## src/rtl/tgl_timer_pkg.sv

```systemverilog
package tgl_timer_pkg;
    localparam int ADDR_W = 2;

    localparam logic [ADDR_W-1:0] A_PERIOD = 2'd0;
    localparam logic [ADDR_W-1:0] A_MATCH  = 2'd1;
    localparam logic [ADDR_W-1:0] A_CTRL   = 2'd2;

    localparam int B_EN   = 0;
    localparam int B_CLR  = 1;
    localparam int B_UA   = 2;
    localparam int B_LVL  = 3;
    localparam int B_ONE  = 4;

    typedef struct packed {
        logic en;
        logic ua;
        logic lvl;
        logic one;
        logic pin;
        logic irq_m;
        logic irq_p;
    } ctl_t;
endpackage

```

## src/rtl/tgl_shadow.sv

```systemverilog
module tgl_shadow #(
    parameter int W = 16
) (
    input  logic         clk,
    input  logic         rst_n,
    input  logic [W-1:0] src_next,
    input  logic         src_wr,
    input  logic         imm,
    input  logic         reload,
    output logic [W-1:0] buf_q
);
    logic [W-1:0] buf_d;

    always_comb begin
        buf_d = buf_q;
        if (reload || (imm && src_wr)) begin
            buf_d = src_next;
        end
    end

    always_ff @(posedge clk or negedge rst_n) begin
        if (!rst_n) buf_q <= '0;
        else        buf_q <= buf_d;
    end
endmodule

```

## src/rtl/tgl_count.sv

```systemverilog
module tgl_count #(
    parameter int W = 16
) (
    input  logic         clk,
    input  logic         rst_n,
    input  logic         tick,
    input  logic         run,
    input  logic         clear,
    input  logic [W-1:0] per_buf,
    input  logic [W-1:0] mat_buf,
    output logic         per_hit,
    output logic         mat_hit,
    output logic [W-1:0] cnt_q
);
    logic [W-1:0] cnt_d;
    logic [W-1:0] nxt;
    logic         step;

    always_comb begin
        nxt     = cnt_q + 1'b1;
        step    = tick && run && !clear;
        per_hit = step && (nxt == per_buf);
        mat_hit = step && (mat_buf != '0) && (nxt == mat_buf);
        cnt_d   = cnt_q;
        if (clear || per_hit) cnt_d = '0;
        else if (step)        cnt_d = nxt;
    end

    always_ff @(posedge clk or negedge rst_n) begin
        if (!rst_n) cnt_q <= '0;
        else        cnt_q <= cnt_d;
    end
endmodule

```

## src/rtl/tgl_timer.sv

```systemverilog
module tgl_timer
    import tgl_timer_pkg::*;
#(
    parameter int W = 16
) (
    input  logic              clk,
    input  logic              rst_n,
    input  logic              wr_en,
    input  logic [ADDR_W-1:0] wr_addr,
    input  logic [W-1:0]      wr_data,
    input  logic              tick,
    output logic              pin_out,
    output logic              irq_match,
    output logic              irq_period
);
    localparam int NBUF = 2;

    ctl_t         st_d, st_q;
    logic [W-1:0] per_d, per_q, mat_d, mat_q;
    logic         per_wr, mat_wr, ctl_wr, clr_wr;
    logic         per_hit, mat_hit, run, ua_q;
    logic [W-1:0] per_buf, mat_buf, cnt_q;

    logic [NBUF-1:0][W-1:0] src_next, buf_q;
    logic [NBUF-1:0]        src_wr;

    always_comb begin
        per_wr = wr_en && (wr_addr == A_PERIOD);
        mat_wr = wr_en && (wr_addr == A_MATCH);
        ctl_wr = wr_en && (wr_addr == A_CTRL);
        clr_wr = ctl_wr && wr_data[B_CLR];
        run    = st_q.en && (per_buf != '0);
        ua_q   = st_q.ua;

        per_d = per_wr ? wr_data : per_q;
        mat_d = mat_wr ? wr_data : mat_q;

        st_d = st_q;
        if (ctl_wr) begin
            st_d.en  = wr_data[B_EN];
            st_d.ua  = wr_data[B_UA];
            st_d.lvl = wr_data[B_LVL];
            st_d.one = wr_data[B_ONE];
        end else if (per_hit && st_q.one) begin
            st_d.en = 1'b0;
        end
        if (clr_wr)       st_d.pin = wr_data[B_LVL];
        else if (mat_hit) st_d.pin = ~st_q.pin;
        st_d.irq_m = mat_hit;
        st_d.irq_p = per_hit;
    end

    always_ff @(posedge clk or negedge rst_n) begin
        if (!rst_n) begin
            st_q  <= '0;
            per_q <= '0;
            mat_q <= '0;
        end else begin
            st_q  <= st_d;
            per_q <= per_d;
            mat_q <= mat_d;
        end
    end

    assign src_next[0] = per_d;
    assign src_next[1] = mat_d;
    assign src_wr[0]   = per_wr;
    assign src_wr[1]   = mat_wr;

    for (genvar i = 0; i < NBUF; i++) begin : g_buf
        tgl_shadow #(.W(W)) u_shadow (
            .clk      (clk),
            .rst_n    (rst_n),
            .src_next (src_next[i]),
            .src_wr   (src_wr[i]),
            .imm      (st_q.ua),
            .reload   (clr_wr || per_hit),
            .buf_q    (buf_q[i])
        );
    end

    assign per_buf = buf_q[0];
    assign mat_buf = buf_q[1];

    tgl_count #(.W(W)) u_count (
        .clk     (clk),
        .rst_n   (rst_n),
        .tick    (tick),
        .run     (run),
        .clear   (clr_wr),
        .per_buf (per_buf),
        .mat_buf (mat_buf),
        .per_hit (per_hit),
        .mat_hit (mat_hit),
        .cnt_q   (cnt_q)
    );

    assign pin_out    = st_q.pin;
    assign irq_match  = st_q.irq_m;
    assign irq_period = st_q.irq_p;
endmodule

```

## config.mk

```make
export PLATFORM = sky130hd
export DESIGN_NAME = tgl_timer
export DESIGN_NICKNAME = d
export VERILOG_FILES = /design/src/rtl/tgl_timer_pkg.sv /design/src/rtl/tgl_shadow.sv /design/src/rtl/tgl_count.sv /design/src/rtl/tgl_timer.sv
export SDC_FILE = /design/constraint.sdc
export NUM_CORES = 1
export LEC_CHECK = 0
export ABC_CLOCK_PERIOD_IN_PS = 4500
export BUFFER_PORTS_ARGS = -buffer_cell sky130_fd_sc_hd__buf_4
export CORE_MARGIN = 5
export CORE_UTILIZATION = 60
export DETAILED_ROUTE_END_ITERATION = 7
export MAX_ROUTING_LAYER = met4
export PLACE_DENSITY = 0.78
export SYNTH_ARGS = -nofsm -noshare
export SYNTH_HDL_FRONTEND = slang
export SYNTH_SLANG_ARGS = --single-unit
export TNS_END_PERCENT = 50
```

## constraint.sdc

```tcl
create_clock -name clk -period 4.5 [get_ports clk]
set_input_delay 0.45 -clock clk [delete_from_list [all_inputs] [get_ports clk]]
set_output_delay 0.45 -clock clk [all_outputs]
set_load 0.05 [all_outputs]
```

==> results of run 1 <==
state kept, by name, indices dropped and copies added (netlist names):
signal,count
st_q,2
u_count.cnt_q,16
g_buf.u_shadow.buf_q,32
per_q,16
mat_q,16
irq_match,1
ua_q,1
irq_period,1
pin_out,1
path summary, 6_finish.rpt:
| check | startpoint | to | slack [ps] | cells past startpoint |
|---|---|---|---|---|
| min in group clk | wr_data[2] | ua_q | 340 | 2 |
| max reg2reg | u_count.cnt_q[0] | g_buf[0].u_shadow.buf_q[10] | 960 | 8 |
| max | u_count.cnt_q[0] | g_buf[0].u_shadow.buf_q[10] | 960 | 8 |
| min | rst_n | u_count.cnt_q[13] | 40 | 1 |
| min reg2reg | st_q[3] | st_q[6] | 490 | 1 |
| max in group asynchronous | rst_n | g_buf[0].u_shadow.buf_q[12] | 3430 | 2 |
cells in the final DEF (no fill, tap or decap), drive strengths merged, types with 2 or more instances in the layout:
| master | synthesis | routed |
|---|---|---|
| o41ai | 2 | 2 |
| nor3b | 5 | 5 |
| and3 | 4 | 4 |
| inv | 7 | 10 |
| nand4 | 11 | 11 |
| dfrtp | 86 | 86 |
| and4 | 5 | 5 |
| clkbuf | 6 | 10 |
| a211oi | 3 | 3 |
| nor2 | 29 | 29 |
| nor4 | 15 | 15 |
| nand3b | 3 | 3 |
| buf | 14 | 27 |
| xnor2 | 43 | 43 |
| nand2 | 15 | 15 |
| clkinvlp | 0 | 2 |
| nor2b | 2 | 2 |
| o21ai | 5 | 5 |
| xor2 | 18 | 18 |
| a31oi | 5 | 5 |
| a21oi | 2 | 2 |
| mux2 | 65 | 65 |
| or4 | 4 | 4 |
| nor3 | 9 | 9 |
| nand3 | 8 | 8 |
| a2111oi | 2 | 2 |
| o211ai | 2 | 2 |
power breakdown:
part | total, µW | switching (µW) | internal (µW)
Combinational | 767 | 328 | 438
Clock | 517 | 294 | 222
Sequential | 1230 | 255 | 978
critical path, delay by kind of cell (launching register included):
kind                     cells  cell delay (ps)
flip-flops                   1              510
AND/OR/NAND/NOR              5             1330
adder cells (fa/ha/maj)      1              320
multiplexers                 1              420
AO/OA/AOI/OAI                1              840
stage by stage:
step                worst slack (ps)  utilization
CTS                              988        0.656
global route                     786        0.656
detailed placement              1010        0.631
global placement                1130        0.631
floorplan                       1690            -
finish                           957        0.656
kinds of logic (layout without fill, tap and decap cells):
| group | Yosys count | count (layout) |
|---|---|---|
| fa+ha+maj | 1 | 1 |
| simple gates | 116 | 116 |
| compound gates | 31 | 31 |
| buf+inv | 27 | 50 |
| xor+xnor | 61 | 61 |
| flops | 86 | 86 |
| mux | 66 | 66 |
final cells by class:
class | count | area [µm²] | area share
tap | 102 | 128 | 0.0256
clock buffer | 10 | 138 | 0.0276
multi-input combinational | 275 | 2290 | 0.460
timing repair buffer | 27 | 203 | 0.0406
clock inverter | 6 | 50.0 | 0.0100
inverter | 7 | 26.3 | 0.00527
sequential | 86 | 2150 | 0.431
layer usage:
layer  vias to the layer above  routed length (µm)
li1                       1441                   -
met1                      1529                4480
met2                        87                4970
met3                        24                 570
met4                         0                 290
met5                         -                   0
==> out/metrics.csv, run 1 <==
stage,metric,value,unit
global_route,met1_usage,0.319,
timing,fmax,282,MHz
route,vias,3081,
timing,slew_violations,0,
logic_synthesis,ys_seq_area_frac,0.465,
setup_path,path_common_cell,nor3_1,
setup_path,end_kind,flip-flop,
route,wire_per_inst,20.1,µm
route,drt_iter0_markers,162,
clock_tree,htreeDepth,3,
place,placed_area,4800,µm²
die,rows,32,
place,routabilityCongestion,0.963,
timing,slew_headroom,0.131,
logic_synthesis,synth_area,4630,µm²
cells_and_area,final_cells,513,
logic_synthesis,synth_cell_type_count,60,
pwr,power,2520,µW
global_route,antenna_found_initial,0,
clock_tree,clkSinkCount,86,
global_route,track_usage,0.240,
route,drt-total-wl,10.3,mm
setup_path,criticalPathCategory,flip-flop to flip-flop,
worst_hold_path,hold_class,input port to async pin,
setup_path,critPathArrivalTime,3780,ps
status,outcome,finished clean,
timing,fin_tns_setup,0,ps
logic_synthesis,synth.area.mux_share,0.177,
logic_synthesis,synth_largest_area_cell,dfrtp_1,
timing,fin_crit,3540,ps
clock_tree,clk_latency,360,ps
place,hpwl,7.71,mm
timing,rsz0062_at_grt,false,
logic_synthesis,syn_nets,411,
cells_and_area,fillers,591,
timing,skew,11.6,ps
logic_synthesis,ys.flop_type,dfrtp_1,
global_route,grt_pass1_vias,3232,
route,drc,0,
place,io_buffers,24,
timing,finalCritPeriodShare,0.787,
global_route,grt_pass1_wl,17.6,mm
setup_path,crit_path_max_fanout,16,
timing,finalHoldViolations,0,
logic_synthesis,syn_inst,388,
logic_synthesis,yosys.area_share.adder,0.00270,
logic_synthesis,yosys.area_share.xor_xnor,0.117,
pwr,power_leakage,0.00210,µW
die,die_w,97.8,µm
clock_tree,root_buffer,clkbuf_8,
die,pin_count,25,
global_route,gr-usage-met2,0.364,
clock_tree,cts_resized,0,
timing,worst_pin_slew,1270,ps
clock_tree,cts_tree,done,
logic_synthesis,synth_compound_area_frac,0.0525,
clock_tree,clk_pin_slew_worst_paths,90,ps
setup_path,startpoint_type,flip-flop,
logic_synthesis,yosys-top-cells-area,"dfrtp_1 (47%), mux2_2 (11%), xnor2_1 (8.0%)",
timing,fin_hold_ws,39.1,ps
logic_synthesis,async_flop_share,1.00,
logic_synthesis,synth_top_area_frac,0.465,
global_route,grt_overflow,0,
die,dieHeight,97.8,µm
pwr,p_per_area,504,nW/µm²
cells_and_area,stdcell_area,4990,µm²
route,drt_pass1_iterations,4,
die,die-area,9570,µm²
setup_path,timing.critical_path.required,4740,ps
cells_and_area,fin_nets,429,
setup_path,cpPeakStageDelay,840,ps
clock_tree,cts_setup_buffers,0,
cells_and_area,drive_gt1_frac,0.302,
global_route,use_met3,0.0521,
clock_tree,clockBufferDepth,2,
logic_synthesis,synth.most_common_cell,dfrtp_1,
global_route,grt_max_degree,53,
timing,setup_viol,0,
pwr,ir_drop,0.000353,V
logic_synthesis,synthSimpleGateAreaFrac,0.147,
logic_synthesis,ys_warn_count,0,
logic_synthesis,synth-seq-cells,86,
clock_tree,numCtsBuffers,9,
setup_path,path_cells,"ha_1, nand3_2, or4_1, nor3_1, nor3_1, and4_4, a211oi_4, mux2_2",
cells_and_area,n_antenna_cell,0,
global_route,top_usage_layer,met2,
route,via_per_inst,6.01,
die,initial_core_util,0.608,
logic_synthesis,synth-edff-count,0,
logic_synthesis,synth_top_family_by_area,multiplexers,
logic_synthesis,yosys-top-cells-count,"dfrtp_1 (86), mux2_2 (45), xnor2_1 (42)",
die,coreArea,7610,µm²
cells_and_area,areaGrowthSynthToFinish,7.84,%
logic_synthesis,synth_area_per_cell,11.9,µm²
route,ant_nets,0,
clock_tree,hold_buffers,0,
setup_path,cp_slowest_cell,a211oi_4,
place,placed_cells,497,
run,cap_viol_max_count,0,
No activity file was read; power rests on OpenSTA's default activity.
==> run 2, diff against run 1 <==
- ABC_CLOCK_PERIOD_IN_PS: 4500 -> 3360
- clock period: 4.5 -> 3.36 ns (I/O delays scaled with it)
==> run 2 against run 1 <==
Effect of this change: worst setup slack lost 740 ps; maximum frequency increased by 13%; count of clock-buffer cells in the layout is 1 lower; total power rose by 35%; clock skew fell by 3.5 ps; first-iteration DRC count rose by 9.3%; critical path depth up 1; sequential share of layout area fell by 0.51 points; sequential power grew 34%; critical path type unchanged; highest routed layer unchanged.
==> out/metrics.csv, run 2 (synthesized netlist as in run 1, its figures left out) <==
stage,metric,value,unit,change
setup_path,path_cells,"ha_1, nand3_2, or4_1, nor3_1, nor3_1, and4_4, nor3_4, buf_4, mux2_2",,"was ha_1, nand3_2, or4_1, nor3_1, nor3_1, and4_4, a211oi_4, mux2_2"
timing,setup_viol,0,,unchanged
timing,finalHoldViolations,0,,unchanged
setup_path,criticalPathCategory,flip-flop to flip-flop,,unchanged
route,ant_nets,0,,unchanged
pwr,pwr-share-seq,0.484,,was 0.490
setup_path,startpoint_type,flip-flop,,unchanged
clock_tree,cts_resized,0,,unchanged
place,routabilityCongestion,0.966,,was 0.963
timing,finalCritPeriodShare,0.935,,was 0.787
pwr,clock_power_share,0.212,,was 0.205
die,pin_count,25,,unchanged
setup_path,cpPeakStageDelay,650,ps,was 840 ps
setup_path,path_common_cell,nor3_1,,unchanged
die,dieHeight,97.8,µm,unchanged
timing,fmax,318,MHz,was 282 MHz
pwr,p_per_area,675,nW/µm²,was 504 nW/µm²
die,die_w,97.8,µm,unchanged
route,drc,0,,unchanged
timing,worst_pin_slew,1020,ps,was 1270 ps
clock_tree,cts_setup_buffers,0,,unchanged
cells_and_area,drive_gt1_frac,0.312,,was 0.302
worst_hold_path,hold_class,input port to async pin,,unchanged
cells_and_area,areaGrowthSynthToFinish,9.14,%,was 7.84%
setup_path,crit_buf_inv,1,,was 0
setup_path,end_kind,flip-flop,,unchanged
place,hpwl,7.70,mm,was 7.71 mm
global_route,grt_pass1_vias,3117,,was 3232
global_route,grt_pass1_wl,17.1,mm,was 17.6 mm
clock_tree,clk_pin_slew_worst_paths,90,ps,about the same
setup_path,critPathArrivalTime,3380,ps,was 3780 ps
pwr,swShare,0.340,,was 0.349
timing,rsz0062_at_grt,false,,unchanged
cells_and_area,layout_commonest_cell,dfrtp_1,,unchanged
clock_tree,root_buffer,clkbuf_8,,unchanged
route,drt_pass1_iterations,4,,unchanged
cells_and_area,final_cell_mix,"dfrtp_1 (86), mux2_2 (45), xnor2_1 (42), buf_4 (34), nor2_1 (29)",,"was dfrtp_1 (86), mux2_2 (45), xnor2_1 (42), nor2_1 (29), buf_4 (27)"
timing,fin_crit,3140,ps,was 3540 ps
timing,slew_violations,0,,unchanged
cells_and_area,largest_register_ff_count,32,,unchanged
global_route,track_usage,0.233,,was 0.240
global_route,grt_max_degree,87,,was 53
clock_tree,clkSinkCount,86,,unchanged
setup_path,path_delay_family,simple AND/OR/NAND/NOR gates,,unchanged
setup_path,rrSetupSlack,220,ps,was 960 ps
die,rows,32,,unchanged
pwr,p_int,2250,µW,was 1640 µW
pwr,ir_drop,0.000498,V,was 0.000353 V
route,drt_iter0_markers,177,,was 162
cells_and_area,largest_register,g_buf.u_shadow.buf_q,,unchanged
setup_path,timing.critical_path.required,3590,ps,was 4740 ps
clock_tree,cts_tree,done,,unchanged
cells_and_area,n_antenna_cell,0,,unchanged
clock_tree,numCtsBuffers,9,,unchanged
setup_path,cp_slowest_cell,or4_1,,was a211oi_4
global_route,antenna_found_initial,0,,unchanged
cells_and_area,fin_nets,436,,was 429
timing,slew_headroom,0.320,,was 0.131
clock_tree,hold_buffers,0,,unchanged
pwr,power_leakage,0.00213,µW,was 0.00210 µW
pwr,switchingPower,1160,µW,was 878 µW
setup_path,crit_path_max_fanout,16,,unchanged
clock_tree,clk_latency,350,ps,was 360 ps
place,io_buffers,24,,unchanged
die,die-area,9570,µm²,unchanged
route,drt-total-wl,10.4,mm,was 10.3 mm
route,wire_per_inst,19.9,µm,was 20.1 µm
run,cap_viol_max_count,0,,unchanged
pwr,combPwrFrac,0.304,,was 0.305
clock_tree,clockBufferDepth,2,,unchanged
die,coreArea,7610,µm²,unchanged
route,vias,3123,,was 3081
clock_tree,htreeDepth,3,,unchanged
timing,skew,8.09,ps,was 11.6 ps
global_route,grt_overflow,0,,unchanged
status,outcome,finished clean,,unchanged
route,via_per_inst,6.02,,was 6.01
pwr,power,3410,µW,was 2520 µW
timing,fin_tns_setup,0,ps,unchanged
die,initial_core_util,0.608,,unchanged
-- run 2: changes by cell type in the layout (fill, tap and decap cells not counted), sizes merged --
| cell | before | now |
|---|---|---|
| buf | 27 | 34 |
| bufinv | 0 | 1 |
| clkbuf | 10 | 9 |
| inv | 10 | 9 |
-- run 2: power groups by stage --
stage | clock network (µW) | logic [µW] | registers [µW]
floorplan | 0 | 890 | 1510
global placement | 0 | 1010 | 1640
detailed placement | 0 | 1030 | 1660
CTS | 732 | 1040 | 1640
global route | 779 | 1130 | 1680
finish | 721 | 1040 | 1650
-- run 2: final cells by class --
class	instances	area [µm²]
sequential	86	2150
clock inverter	6	71.3
clock buffer	9	124
multi-input combinational	275	2290
tap	102	128
timing repair buffer	34	255
inverter	7	26.3
fill	582	2560
-- run 2: routing by layer --
| layer | global-route usage | vias up | wire, µm |
|---|---|---|---|
| li1 | - | 1444 | - |
| met1 | 0.314 | 1574 | 4660 |
| met5 | - | - | 0 |
| met4 | 0.0692 | 0 | 220 |
| met2 | 0.362 | 84 | 4990 |
| met3 | 0.0457 | 21 | 479 |
-- run 2: worst reg2reg max path, delay by kind of cell, from the launching register on --
family,cells,cell delay [ps]
and+or+nand+nor,6,1490
DFF,1,510
adders and majority gates,1,320
buffers and inverters,1,290
muxes,1,400
-- run 2: through the flow --
step | util | std cells | hold WS [ps] | instance area [µm²] | setup slack, ps
floorplan | - | 388 | 40.4 | 4630 | 551
global placement | 0.638 | 504 | 470 | 4850 | 399
detailed placement | 0.638 | 504 | 489 | 4850 | 298
CTS | 0.664 | 519 | 188 | 5050 | 256
global route | 0.664 | 519 | 221 | 5050 | 104
finish | 0.664 | 519 | 152 | 5050 | 219
-- run 2: path summary, 6_finish.rpt --
kind,startpoint,endpoint,cells past startpoint
min reg2reg,per_q[5],per_q[5],1
max in group asynchronous,rst_n,g_buf[0].u_shadow.buf_q[5],1
min in group clk,wr_data[2],ua_q,2
max reg2reg,u_count.cnt_q[0],g_buf[1].u_shadow.buf_q[4],9
min,rst_n,u_count.cnt_q[9],1
max,u_count.cnt_q[0],g_buf[1].u_shadow.buf_q[4],9
